[config.mk]
export PLATFORM = sky130hd
export DESIGN_NAME = pwm_deadband
export DESIGN_NICKNAME = d
export VERILOG_FILES = /design/src/rtl/pwm_deadband_pkg.sv /design/src/rtl/pwm_deadband_delay.sv /design/src/rtl/pwm_deadband_outmux.sv /design/src/rtl/pwm_deadband.sv
export SDC_FILE = /design/constraint.sdc
export NUM_CORES = 1
export LEC_CHECK = 0
export BUFFER_PORTS_ARGS = -buffer_cell sky130_fd_sc_hd__clkbuf_2
export CORE_MARGIN = 3
export CORE_UTILIZATION = 59
export CTS_CLUSTER_SIZE = 40
export DETAILED_ROUTE_END_ITERATION = 16
export MAX_ROUTING_LAYER = met4
export PLACE_DENSITY = 0.84
export SYNTH_ARGS = -nofsm -noshare
export SYNTH_HDL_FRONTEND = slang
export SYNTH_HIERARCHICAL = 1
export SYNTH_SLANG_ARGS = --single-unit
[constraint.sdc]
create_clock -name clk -period 3.34 [get_ports clk]
set_input_delay 0.334 -clock clk [delete_from_list [all_inputs] [get_ports clk]]
set_output_delay 0.334 -clock clk [all_outputs]
set_load 0.05 [all_outputs]
[src/rtl/pwm_deadband_pkg.sv]
package pwm_deadband_pkg;
   typedef enum logic {EDGE_RISE = 1'b0, EDGE_FALL = 1'b1} edge_kind_e;

   localparam int SRC_RED_BIT  = 0;
   localparam int SRC_FED_BIT  = 1;
   localparam int MODE_FED_BIT = 0;
   localparam int MODE_RED_BIT = 1;
   localparam int POL_RED_BIT  = 0;
   localparam int POL_FED_BIT  = 1;
   localparam int NUM_PATHS    = 2;
endpackage

[src/rtl/pwm_deadband_delay.sv]
module pwm_deadband_delay
   import pwm_deadband_pkg::*;
#(
   parameter int         CNT_W = 10,
   parameter edge_kind_e KIND  = EDGE_RISE
) (
   input  logic             clk,
   input  logic             rst,
   input  logic             din,
   input  logic [CNT_W-1:0] dly,
   output logic             qout
);
   localparam logic             ACT_LVL = (KIND == EDGE_RISE) ? 1'b1 : 1'b0;
   localparam logic [CNT_W-1:0] CNT_MAX = {CNT_W{1'b1}};

   if (CNT_W < 1 || CNT_W > 24) begin : g_bad_width
      $error("pwm_deadband_delay: CNT_W out of range");
   end

   logic             act;
   logic [CNT_W-1:0] cnt;

   assign act = (din == ACT_LVL);

   // run counter: length of the current active run, saturating
   always_ff @(posedge clk) begin
      if (rst) begin
         cnt <= '0;
      end else if (!act) begin
         cnt <= '0;
      end else if (cnt != CNT_MAX) begin
         cnt <= cnt + 1'b1;
      end
   end

   // delayed level: the inactive edge passes at once, the active edge waits
   always_ff @(posedge clk) begin
      if (rst) begin
         qout <= 1'b0;
      end else if (!act) begin
         qout <= ~ACT_LVL;
      end else if (cnt >= dly) begin
         qout <= ACT_LVL;
      end
   end

   AST_PASS_EDGE: assert property (@(posedge clk) disable iff (rst) !act |=> (qout == ~ACT_LVL));
   AST_ZERO_DLY: assert property (@(posedge clk) disable iff (rst) (act && dly == '0) |=> (qout == ACT_LVL));
   AST_FRESH_RUN_WAITS: assert property (@(posedge clk) disable iff (rst) (!act ##1 (act && dly != '0 && $stable(dly))) |=> (qout != ACT_LVL));
   AST_CNT_SAT: assert property (@(posedge clk) disable iff (rst) (act && cnt == CNT_MAX) |=> (cnt == CNT_MAX || !$past(act)));

   if (KIND == EDGE_RISE) begin : g_rise_chk
      AST_RISE_NEEDS_SRC: assert property (@(posedge clk) disable iff (rst) $rose(qout) |-> $past(din));
   end else begin : g_fall_chk
      AST_FALL_NEEDS_SRC: assert property (@(posedge clk) disable iff (rst) $fell(qout) |-> !$past(din));
   end
endmodule

[src/rtl/pwm_deadband_outmux.sv]
module pwm_deadband_outmux
   import pwm_deadband_pkg::*;
(
   input  logic       clk,
   input  logic       rst,
   input  logic       in_a,
   input  logic       in_b,
   input  logic       red_q,
   input  logic       fed_q,
   input  logic [1:0] mode,
   input  logic [1:0] pol,
   output logic       out_a,
   output logic       out_b
);
   logic raw_a;
   logic raw_b;

   // raw inputs registered so bypass matches the delay paths' latency
   always_ff @(posedge clk) begin
      if (rst) begin
         raw_a <= 1'b0;
         raw_b <= 1'b0;
      end else begin
         raw_a <= in_a;
         raw_b <= in_b;
      end
   end

   assign out_a = mode[MODE_RED_BIT] ? (red_q ^ pol[POL_RED_BIT]) : raw_a;
   assign out_b = mode[MODE_FED_BIT] ? (fed_q ^ pol[POL_FED_BIT]) : raw_b;
endmodule

[src/rtl/pwm_deadband.sv]
module pwm_deadband
   import pwm_deadband_pkg::*;
#(
   parameter int CNT_W = 10
) (
   input  logic             clk,
   input  logic             rst,
   input  logic             in_a,
   input  logic             in_b,
   input  logic [CNT_W-1:0] dly_rise,
   input  logic [CNT_W-1:0] dly_fall,
   input  logic [1:0]       cfg_src,
   input  logic [1:0]       cfg_mode,
   input  logic [1:0]       cfg_pol,
   output logic             out_a,
   output logic             out_b
);
   logic [NUM_PATHS-1:0] path_src;
   logic [NUM_PATHS-1:0] path_q;
   logic [CNT_W-1:0]     path_dly [NUM_PATHS];

   assign path_dly[0] = dly_rise;
   assign path_dly[1] = dly_fall;

   for (genvar g = 0; g < NUM_PATHS; g++) begin : g_path
      localparam edge_kind_e KIND    = (g == 0) ? EDGE_RISE : EDGE_FALL;
      localparam int         SEL_BIT = (g == 0) ? SRC_RED_BIT : SRC_FED_BIT;

      assign path_src[g] = cfg_src[SEL_BIT] ? in_b : in_a;

      pwm_deadband_delay #(
         .CNT_W (CNT_W),
         .KIND  (KIND)
      ) u_delay (
         .clk  (clk),
         .rst  (rst),
         .din  (path_src[g]),
         .dly  (path_dly[g]),
         .qout (path_q[g])
      );
   end

   pwm_deadband_outmux u_outmux (
      .clk   (clk),
      .rst   (rst),
      .in_a  (in_a),
      .in_b  (in_b),
      .red_q (path_q[0]),
      .fed_q (path_q[1]),
      .mode  (cfg_mode),
      .pol   (cfg_pol),
      .out_a (out_a),
      .out_b (out_b)
   );

   AST_BYPASS_A: assert property (@(posedge clk) disable iff (rst) (cfg_mode == 2'b00) |=> (cfg_mode != 2'b00 || out_a == $past(in_a)));
   AST_BYPASS_B: assert property (@(posedge clk) disable iff (rst) (cfg_mode == 2'b00) |=> (cfg_mode != 2'b00 || out_b == $past(in_b)));
   AST_SRC_A_BOTH: assert property (@(posedge clk) disable iff (rst) (cfg_src == 2'b00 && !in_a && cfg_mode == 2'b11 && cfg_pol == 2'b00) |=> ($stable(cfg_src) && $stable(cfg_mode) && $stable(cfg_pol)) |-> !out_a);
endmodule

==> results of run 1 <==
-- cell families after synthesis --
group | synth area share [%]
AND/OR/NAND/NOR | 26.35
AO/OA/AOI/OAI | 15.69
buffers and inverters | 6.081
flip-flops | 28.83
adder cells (fa/ha/maj) | 16.52
XOR/XNOR | 3.153
multiplexers | 3.378
-- power by group through the flow --
stage | clock [W] | combinational, W | sequential, W
after floorplan | 0 | 0.0000488 | 0.000301
after global placement | 0 | 0.0000727 | 0.000302
after detailed placement | 0 | 0.0000781 | 0.000302
after CTS | 0.000212 | 0.0000790 | 0.000296
after global routing | 0.000227 | 0.0000889 | 0.000297
final | 0.000209 | 0.0000780 | 0.000296
-- per-layer routing --
metal	GRT usage [%]	wire length, um	part of all wire [%]
met2	38.49	1742	52
met4	3.236	0	0
met5	-	0	0
met1	26.61	1439	43
met3	5.011	194	5.7
-- registers in the layout, summed over array words and instances (netlist names) --
register / count
g_path.u_delay/cnt: 20
g_path.u_delay/qout: 2
u_outmux/raw_a: 1
u_outmux/raw_b: 1
-- Yosys cell counts (all sizes together), types with 3 or more instances --
library cell  count  area share (%)
a211oi            3             2.0
a21oi            14             4.2
a31oi             3             1.1
dfxtp            24              29
ha               22              17
inv              24             5.4
mux2i             3             1.8
nand2            12             2.9
nand2b            4             1.5
nand3             4             1.8
nand4             7             3.9
nor2             20             4.7
nor3              8             4.1
o21ai             8             2.4
or3               4             1.7
xnor2             6             3.2
-- metrics by stage --
stage / cells / setup slack [ps] / cell area, sq um / util (%)
4_1_cts: 257 / 1725 / 1901 / 73.38
3_5_place_dp: 253 / 1696 / 1848 / 71.35
2_1_floorplan: 194 / 1778 / 1667 / -
6_report: 257 / 1742 / 1901 / 73.38
5_1_grt: 257 / 1616 / 1901 / 73.38
3_3_place_gp: 253 / 1780 / 1848 / 71.35
-- cell type report --
cell class	instances	area share [%]
flip-flops and latches	24	25.28
inverters	24	4.740
well taps	30	1.975
clock inverters	1	1.580
multi-input cells	144	57.08
repair buffers	31	8.163
clock buffers	3	1.185
-- critical path, cell delays in order (launching register included) --
cell	delay, ps
dfxtp_1	390
inv_1	80
ha_1	260
nand2b_1	130
a21oi_1	230
o2111ai_1	130
a221oi_1	280
-- worst paths after layout --
path,from,endpoint,slack (ps)
max,g_path[1].u_delay/cnt[0],g_path[1].u_delay/qout,1740
min,rst,u_outmux/raw_b,260
max reg2reg,g_path[1].u_delay/cnt[0],g_path[1].u_delay/qout,1740
min reg2reg,g_path[1].u_delay/cnt[7],g_path[1].u_delay/cnt[7],560
==> results.sh, run 1 <==
export IMPL_outcome="completed"
export IMPL_cp_max_fo=3
export IMPL_drc=0
export IMPL_wl_per_cell_um=13.14
export IMPL_grt_pass1_wl_um=5878
export IMPL_synth_edff_count=0
export IMPL_nNetsFinal=280
export IMPL_firstDrtPassIters=4
export IMPL_grt_usage_pct=22.13
export IMPL_critPathLaunchType="register"
export IMPL_max_slew_margin_pct=67.28
export IMPL_finalCriticalPeriod_ps=1598
export IMPL_core_area_sq_um=2590
export IMPL_synth_area_per_cell_sq_um=8.591
export IMPL_pwr_share_seq_pct=50.7
export IMPL_cts_path_max_buffers=2
export IMPL_fp_dieW_um=59.15
export IMPL_timing_fmax_ghz=0.6257
export IMPL_p_int_w=0.0004484
export IMPL_final_cell_mix="clkbuf_2 (31), inv_1 (24), dfxtp_1 (24)"
export IMPL_finalHoldViolCount=0
export IMPL_p_sw_w=0.0001343
export IMPL_syn_nets=246
export IMPL_finalWeightedCongestion=0.8079
export IMPL_drt_iter0_markers=33
export IMPL_ant_nets=0
export IMPL_drv_slew=0
export IMPL_ys_ff_latch=24
export IMPL_clkTransAtPathRegs_ps=130
export IMPL_drive_above_1_share_pct=24.67
export IMPL_htreeDepth=1
export IMPL_die_y_um=59.15
export IMPL_dieArea_sq_um=3499
export IMPL_grt_max_degree=15
export IMPL_vias_per_cell=5.685
export IMPL_setup_viol=0
export IMPL_multi_input_area_sq_um=1085
export IMPL_ctsResizeCount=0
export IMPL_nFillCells=190
export IMPL_synthFlopType="dfxtp_1"
export IMPL_dr_total_vias=1461
export IMPL_n_antenna_cell=0
export IMPL_rows=18
export IMPL_min_path_type="input pin to register"
export IMPL_antenna_found_initial=0
export IMPL_cts_tree="done"
export IMPL_power_total_w=0.0005827
export IMPL_fin_hold_ws_ps=257.0
export IMPL_endpoint_kind="register"
export IMPL_tightestPinTransition_ps=490.9
export IMPL_ios=32
export IMPL_initial_utilization_pct=64.35
export IMPL_routed_wl_um=3376
export IMPL_rsz0062_at_grt="false"
export IMPL_io_buffers=31
export IMPL_power_density_nw_per_um2=306.6
export IMPL_period_share_pct=47.85
export IMPL_grt_overflow=0
export IMPL_worstPathArrival_ps=1830
export IMPL_hpwl_um=2846
export IMPL_min_path_cells=2
export IMPL_grt_pass1_vias=1392
export IMPL_synth_distinct_cells=47
export IMPL_ir_worst_vdd_mv=0.3111
export IMPL_finClkSkew_ps=6.077
export IMPL_cts_root_buf="clkbuf_4"
export IMPL_criticalPathCategory="register to register"
export IMPL_switching_share_pct=23.04
export IMPL_maxCapViolCount=0
export IMPL_seq_area_sq_um=480.5
export IMPL_final_common_cell="clkbuf_2"
export IMPL_power_clock_fraction_pct=35.9
export IMPL_reg2reg_depth=6
export IMPL_ys_async_sr_fraction_pct=0
export IMPL_syn2layout_area_growth_pct=14.04
export IMPL_cts_made_buffers=3
export IMPL_netlist_area_sq_um=1667
export IMPL_fin_tns_setup_ps=0
export IMPL_syn_instance_count=194
export IMPL_seq_area_frac_synth_pct=28.83
export IMPL_yosysWarningCount=6
export IMPL_cts_sinks=24
export IMPL_p_leak_nw=0.9032
export IMPL_cts_hold_buf=0
export IMPL_combPwrFrac_pct=13.4
export IMPL_required_ps=3570
export IMPL_post_cts_buffers=0
export IMPL_clock_latency_ps=320
(Power assumes the default switching activity.)
==> inputs of run 2 (changes only) <==
- CORE_UTILIZATION: 59 -> 50
- PLACE_DENSITY: 0.84 -> 0.76
- clock period: 3.34 -> 1.35 ns (I/O delays scaled with it)
==> run 2 against run 1 <==
  * The flow now finishes with violations (setup timing)
  * Non-clock buffer count rose by 34
  * Worst setup slack got worse by 1800 ps
  * Cell count rose by 19%
  * Core utilization rose by 4.9 points
  * Clock power rose by 85%
  * Critical path type unchanged
  * Critical endpoint unchanged
  * Largest power group unchanged
  * Highest routed layer is now met4
==> results.sh, run 2 (synthesis results as in run 1) <==
export IMPL_path_delay_family="compound AO/OA/AOI/OAI gates"
export IMPL_htreeDepth=1
export IMPL_p_int_w=0.001028
export IMPL_reg2reg_depth=6
export IMPL_fp_dieW_um=63.74
export IMPL_ant_nets=0
export IMPL_io_buffers=31
export IMPL_wl_per_cell_um=13.74
export IMPL_drt_iter0_markers=45
export IMPL_regMostFlops="g_path.u_delay/cnt"
export IMPL_pwr_share_seq_pct=52.3
export IMPL_grt_max_degree=14
export IMPL_cts_sinks=24
export IMPL_grt_pass1_wl_um=6313
export IMPL_slowest_stage="dfxtp_4"
export IMPL_die_y_um=63.74
export IMPL_cts_made_buffers=3
export IMPL_grt_pass1_vias=1460
export IMPL_cp_depth=6
export IMPL_finClkSkew_ps=2.596
export IMPL_drv_slew=0
export IMPL_path_cells="inv_2 > ha_4 > nand2b_4 > a21oi_4 > o2111ai_2 > a221oi_1"
export IMPL_dieArea_sq_um=4062
export IMPL_rows=20
export IMPL_seq_area_sq_um=509.2
export IMPL_nFillCells=188
export IMPL_cp_max_fo=3
export IMPL_critPathLaunchType="register"
export IMPL_cpPeakStageDelay_ps=390
export IMPL_finalWeightedCongestion=0.7841
export IMPL_finalHoldViolCount=0
export IMPL_period_share_pct=104.8
export IMPL_cts_root_buf="clkbuf_4"
export IMPL_n_antenna_cell=0
export IMPL_drc=0
export IMPL_violations="setup timing"
export IMPL_largest_reg_flops=20
export IMPL_tightestPinTransition_ps=360.0
export IMPL_clock_latency_ps=320
export IMPL_dr_total_vias=1586
export IMPL_worstPathArrival_ps=1650
export IMPL_power_clock_fraction_pct=27.7
export IMPL_cts_path_max_buffers=2
export IMPL_nNetsFinal=315
export IMPL_max_slew_margin_pct=75.91
export IMPL_grt_usage_pct=19.81
export IMPL_criticalPathCategory="register to register"
export IMPL_initial_utilization_pct=53.28
export IMPL_fin_hold_ws_ps=49.54
export IMPL_maxCapViolCount=0
export IMPL_combPwrFrac_pct=20.0
export IMPL_min_path_cells=2
export IMPL_endpoint_kind="register"
export IMPL_fin_ws_ps=-64.98
export IMPL_syn2layout_area_growth_pct=46.92
export IMPL_path_buf_inv=1
export IMPL_switching_share_pct=26.44
export IMPL_final_cell_mix="buf_4 (30), clkbuf_2 (29), inv_1 (22)"
export IMPL_drive_above_1_share_pct=49.24
export IMPL_hpwl_um=2741
export IMPL_antenna_found_initial=0
export IMPL_finalCriticalPeriod_ps=1415
export IMPL_instances_no_fill=306
export IMPL_cts_tree="done"
export IMPL_vias_per_cell=5.183
export IMPL_grt_overflow=0
export IMPL_multi_input_area_sq_um=1311
export IMPL_outcome="complete, but fails checks"
export IMPL_clkTransAtPathRegs_ps=130
export IMPL_post_place_cells=298
export IMPL_top_regs="g_path.u_delay/cnt x20, g_path.u_delay/qout x2"
export IMPL_power_density_nw_per_um2=570.8
export IMPL_setup_viol=3
export IMPL_ir_worst_vdd_mv=0.7356
export IMPL_rsz0062_at_grt="true"
export IMPL_firstDrtPassIters=4
export IMPL_p_sw_w=0.0003695
export IMPL_ios=32
export IMPL_timing_fmax_ghz=0.7067
export IMPL_p_leak_nw=1.148
export IMPL_core_area_sq_um=3128
export IMPL_cts_hold_buf=0
export IMPL_routed_wl_um=4205
export IMPL_final_common_cell="buf_4"
export IMPL_min_path_type="input pin to register"
export IMPL_required_ps=1580
run 2: changes by cell type in the layout (fill, tap and decap cells not counted), moves of 3 or more:
| cell | before | now |
|---|---|---|
| buf_4 | 0 | 30 |
| dfxtp_1 | 24 | 9 |
| dfxtp_2 | 0 | 11 |
| ha_1 | 22 | 16 |
| ha_4 | 0 | 6 |
| a21oi_1 | 14 | 9 |
| buf_6 | 0 | 5 |
| a21oi_2 | 0 | 4 |
| dfxtp_4 | 0 | 4 |
| or3_2 | 3 | 0 |
| or3_4 | 0 | 3 |
run 2: final timing paths:
kind | slack [ps] | from | to
hold / removal | 50 | rst | u_outmux/raw_a
setup / recovery | -60 | g_path[1].u_delay/cnt[0] | g_path[1].u_delay/qout
setup reg to reg | -60 | g_path[1].u_delay/cnt[0] | g_path[1].u_delay/qout
hold reg to reg | 550 | g_path[1].u_delay/qout | g_path[1].u_delay/qout
run 2: power groups by stage:
stage	Clock, W	Sequential (W)	Combinational [W]
3_3_place_gp	0	0.000745	0.000211
3_5_place_dp	0	0.000745	0.000218
2_1_floorplan	0	0.000744	0.000122
4_1_cts	0.000390	0.000734	0.000262
6_report	0.000387	0.000731	0.000280
5_1_grt	0.000423	0.000733	0.000308
run 2: per-stage QoR:
| stage | total power, W | area, sq um | setup WS, ps | setup TNS [ps] | util (%) |
|---|---|---|---|---|---|
| floorplan | 0.0008666 | 1690 | -36.47 | -36.47 | - |
| global placement | 0.0009556 | 2135 | -61.15 | -235.1 | 68.24 |
| detailed placement | 0.0009633 | 2135 | -148.3 | -513.2 | 68.24 |
| CTS | 0.001386 | 2332 | -62.00 | -111.5 | 74.56 |
| global route | 0.001464 | 2449 | -153.5 | -635.7 | 78.28 |
| finish | 0.001398 | 2449 | -64.98 | -112.7 | 78.28 |
run 2: layer usage:
layer,up-vias,track usage [%],share of wire (%),wire [um]
met5,-,-,0,0
met4,0,3.235,0.90,38
met3,4,4.569,2.7,113
met2,26,34.03,51,2142
met1,729,24.07,45,1911
li1,827,-,-,-
run 2: timing repair:
| action | in CTS | in global routing |
|---|---|---|
| resized for setup | 31 | 29 |
| pin swaps | 7 | 12 |
| gates cloned | 1 | 0 |
| setup buffers | 0 | 3 |
| endpoints found under the setup margin | 17 | 19 |
run 2: final cells by class:
cell class              count  share of cell area, %
multi-input cells         145                  53.55
flip-flops and latches     24                  20.80
repair buffers             65                  18.24
inverters                  24                  3.679
well taps                  44                  2.248
clock buffers               4                  1.482
run 2: worst register-to-register path, cell delays in order, from the launching register on:
cell and delay [ps]:
dfxtp_4 390, inv_2 80, ha_4 200, nand2b_4 150, a21oi_4 140, o2111ai_2 110
a221oi_1 270
